File: src/rtl/sd_cmd_gate.sv
module sd_cmd_gate #(
  parameter int NORM_W  = 16,
  parameter int ERR_W   = 16,
  parameter int CTL_W   = 32,
  parameter int INS_POS = 6,
  parameter int REM_POS = 7,
  parameter int OPC_POS = 12,
  parameter int IPC_POS = 3
) (
  input  logic              clk,
  input  logic              rst_n,
  input  logic              clk_on,
  input  logic              pwr_on,
  input  logic [CTL_W-1:0]  ctl2,
  input  logic              dat_inhibit,
  input  logic              stopped,
  input  logic              cmd_wr,
  input  logic              cmd_data_present,
  input  logic [1:0]        cmd_rsp_type,
  input  logic [1:0]        cmd_type,
  input  logic [NORM_W-1:0] norm_sts,
  input  logic [NORM_W-1:0] norm_sig_en,
  input  logic [ERR_W-1:0]  err_sts,
  input  logic [ERR_W-1:0]  err_sig_en,
  input  logic              wake_ins_en,
  input  logic              wake_rem_en,
  output logic              cmd_issue,
  output logic              cmd_reject,
  output logic              irq
);
  localparam logic [1:0] RSP_BUSY   = 2'd3;
  localparam logic [1:0] TYPE_ABORT = 2'd3;

  logic pwr_checked, pwr_ok, uses_dat, dat_blocked, permit;
  logic sig_hit, wake_hit, irq_next;

  assign pwr_checked = ctl2[OPC_POS] | ctl2[IPC_POS];
  assign pwr_ok      = pwr_on | ~pwr_checked;
  assign uses_dat    = cmd_data_present | (cmd_rsp_type == RSP_BUSY);
  assign dat_blocked = uses_dat & (cmd_type != TYPE_ABORT) & (dat_inhibit | stopped);
  assign permit      = clk_on & pwr_ok & ~dat_blocked;

  assign sig_hit  = (|(norm_sts & norm_sig_en)) | (|(err_sts & err_sig_en));
  assign wake_hit = (norm_sts[INS_POS] & wake_ins_en) | (norm_sts[REM_POS] & wake_rem_en);
  assign irq_next = sig_hit | wake_hit;

  always_ff @(posedge clk or negedge rst_n) begin
    if (!rst_n) begin
      cmd_issue  <= 1'b0;
      cmd_reject <= 1'b0;
      irq        <= 1'b0;
    end else begin
      cmd_issue  <= cmd_wr & permit;
      cmd_reject <= cmd_wr & ~permit;
      irq        <= irq_next;
    end
  end
endmodule

File: config.mk
export PLATFORM = sky130hd
export DESIGN_NAME = sd_cmd_gate
export DESIGN_NICKNAME = d
export VERILOG_FILES = /design/src/rtl/sd_cmd_gate.sv
export SDC_FILE = /design/constraint.sdc
export NUM_CORES = 1
export LEC_CHECK = 0
export ABC_AREA = 1
export BUFFER_PORTS_ARGS = -buffer_cell sky130_fd_sc_hd__clkbuf_2
export CORE_UTILIZATION = 19
export DETAILED_ROUTE_END_ITERATION = 10
export GPL_ROUTABILITY_DRIVEN = 0
export PLACE_DENSITY_LB_ADDON = 0.05
export SETUP_SLACK_MARGIN = 0.4
export SYNTH_ARGS = -nofsm -noshare
export SYNTH_HDL_FRONTEND = slang
export SYNTH_SLANG_ARGS = --single-unit
File: constraint.sdc
create_clock -name clk -period 1.2 [get_ports clk]
set_clock_uncertainty 0.15 [all_clocks]
set_input_delay 0.24 -clock clk [delete_from_list [all_inputs] [get_ports clk]]
set_output_delay 0.24 -clock clk [all_outputs]
set_load 0.01 [all_outputs]
==> key figures <==
Power and ir drop
  – Clock power frac: 36.1%
  – Sw frac: 26.4%
  – Reg power frac: 21.6%
  – Combinational share of power: 42.3%
  – Leakage Power: 0.574 nW
  – Overall Power: 0.493 mW
  – P_int: 0.363 mW
  – Peak VDD IR: 0.000175 V
  – Sw power: 0.130 mW
  – Power density cells: 570 nW/um2

Outcome
  – Outcome: completed

STA
  – Slew HR: 93.1%
  – Worst slew pin tran: 103 ps
  – Setup TNS: 0 ps
  – Fin. Hold Viols: 0
  – FMAX: 918 MHz
  – Part of the cycle the worst path needs: 90.7%
  – Unrepaired setup endpoints after global routing: yes
  – Final Max Tran Viols: 0
  – Fin crit period: 1090 ps
  – Setup ws final: 111 ps
  – # setup viols final: 0
  – WHS: 72.4 ps

Die
  – Placeable Area: 1760 um2
  – Die ar.: 2090 um2
  – Initial Util: 20.6%
  – Total I/O pin count: 113
  – Die width: 45.7 um
  – FP Rows: 15
  – DIE HEIGHT: 45.7 um

Layout
  – Final Non-Filler Cells: 186
  – Nets@finish: 272
  – Finished Cell Area: 866 um2
  – Layout cells sized above 1: 55.9%
  – Area occupied by multi-input gates: 293 um2
  – Area delta synth->final: 139%
  – Fillers: 206
  – Ant diodes: 0
  – Finished Core Util: 49.1%
  – Register area: 75.1 um2

Critical path
  – Crit end category: primary output
  – Slowest cell on crit path: dfrtp_1
  – Crit path cell chain: clkbuf_2
  – WP buf/inv: 1
  – Critical path's top delay family: flip-flops
  – Worst setup SP type: register
  – Worst-path fanout max: 1
  – CP max stage delay: 350 ps
  – CP arrival: 700 ps
  – Class of the most critical setup path: reg -> out
  – Setup crit start: cmd_reject$_DFF_PN0_
  – Worst EP required: 810 ps

Synth
  – Mapped cell area: 363 um2
  – Sequential area share after synthesis: 20.7%
  – Main synth FF type: dfrtp_1
  – Synth cell types: 10
  – Number of synthesized flops with an enable pin: 0
  – Area share of the largest cell type after synthesis: 51.7%
  – Syn Nets: 184
  – Post-synthesis simple-gate area fraction: 72.4%
  – Leading area contributor after synthesis: nand2_1
  – Syn_area_per_cell: 4.90 um2
  – Count leader, synth: nand2_1
  – Synth top area cells: nand2_1 (52%), dfrtp_1 (21%), nor2_1 (10%), nand4_1 (5.2%), a21oi_1 (2.8%)
  – Largest family of logic cells by synthesized area: simple AND/OR/NAND/NOR gates
  – Mapped Cells: 74
  – Xor/xnor cell area share of the yosys netlist: 0%
  – Mux share of post-synthesis cell area: 0%
  – Adder-Cell Fraction of Synth Area: 0%
  – Post-synth ARST share: 100%
  – Register bit total from synthesis: 3
  – Post-synth top cells: nand2_1 (50), nor2_1 (10), dfrtp_1 (3), nand4_1 (3)
  – Syn. warnings: 0
  – Compound-cell area share of the yosys netlist: 4.83%

Min path
  – Hold Path Class: in -> reg
  – Hold Path Origin: cmd_wr

Clock tree
  – Postcts setup bufs: 0
  – Clock root buffer: clkbuf_4
  – Inserted Clock Buffers: 3
  – CTS Buffer Depth: 2
  – CTS tree: built
  – H-Tree Depth: 1
  – CTS sink cnt: 3
  – Worst-path clk slew: 40 ps

Drt
  – Via density: 3.93
  – Final WL: 1.28 mm
  – 1st-iter DRT viols: 1
  – Post-DRT Antenna Nets: 0
  – DR vias: 731
  – # DRC: 0
  – DR WL/cell: 6.90 um
  – DRT Pass-1 Iters: 2

Placed design
  – Pre-CTS setup slack: 129 ps
  – Placed insts: 181
  – Final HPWL DP: 1.22 mm
  – IO Port Bufs: 82
  – Placed inst area: 812 um2

Global routing
  – Largest net degree at the start of global routing: 4
  – GRT Util Overall: 12.6%
  – Initial antenna violation count: 0
  – Remaining global-route overflow: 0
  – First-pass GRT wire length: 1.98 mm
  – Vias in the first global route: 609

Flow run
  – Max Cap Viol: 0
## per-layer routing
| layer | routed length [um] | up-vias | global-route usage [%] |
|---|---|---|---|
| met4 | 0 | 0 | 5.29 |
| met3 | 106 | 0 | 1.19 |
| met1 | 428 | 288 | 12.9 |
| met2 | 748 | 39 | 25.4 |
| met5 | 0 | - | 0 |
| li1 | - | 404 | - |
## repair_timing
item / in CTS / in global routing
pin swaps: 5 / 8
endpoints found under the setup margin: 4 / 5
resized for setup: 0 / 4
hold endpoints to repair: 3 / 0
hold buffers: 1 / 0
## final cells by class
| cell class | count | share of cell area, % |
|---|---|---|
| inverters | 2 | 0.867 |
| well taps | 25 | 3.61 |
| multi-input cells | 69 | 33.8 |
| repair buffers | 83 | 50.0 |
| flip-flops and latches | 3 | 8.67 |
| clock buffers | 4 | 3.03 |
## power by group through the flow
stage	clock network (mW)	registers [mW]	logic (mW)
after floorplan	0	0.110	0.0635
after global placement	0	0.108	0.200
after detailed placement	0	0.108	0.203
after CTS	0.188	0.106	0.206
after global routing	0.188	0.107	0.240
final	0.178	0.107	0.209
## worst paths after layout
kind | cells past startpoint | slack [ps] | endpoint
min in group asynchronous | 2 | 190 | cmd_issue$_DFF_PN0_
worst min-delay path | 3 | 70 | cmd_issue$_DFF_PN0_
max in group asynchronous | 2 | 600 | irq$_DFF_PN0_
worst max-delay path | 1 | 110 | cmd_reject
## layout by cell type, fill, tap and decap left out
cell            n
a21oi_1         2
buf_6           2
clkbuf_1        1
clkbuf_2       80
clkbuf_4        3
dfrtp_1         3
dlygate4sd3_1   1
inv_1           2
nand2_1        45
nand2_2         5
nand3_1         1
nand3b_1        1
nand4_1         3
nor2_1         10
o21a_1          1
or2_0           1
## state kept, by name, summed over array words and instances, names as in the netlist
signal,flops
cmd_issue,1
cmd_reject,1
irq,1
## kinds of logic after synthesis
logic type,after synthesis
simple gates,66
buf+inv,2
compound gates,3
flops,3
Power figures use the tool's default switching activity.
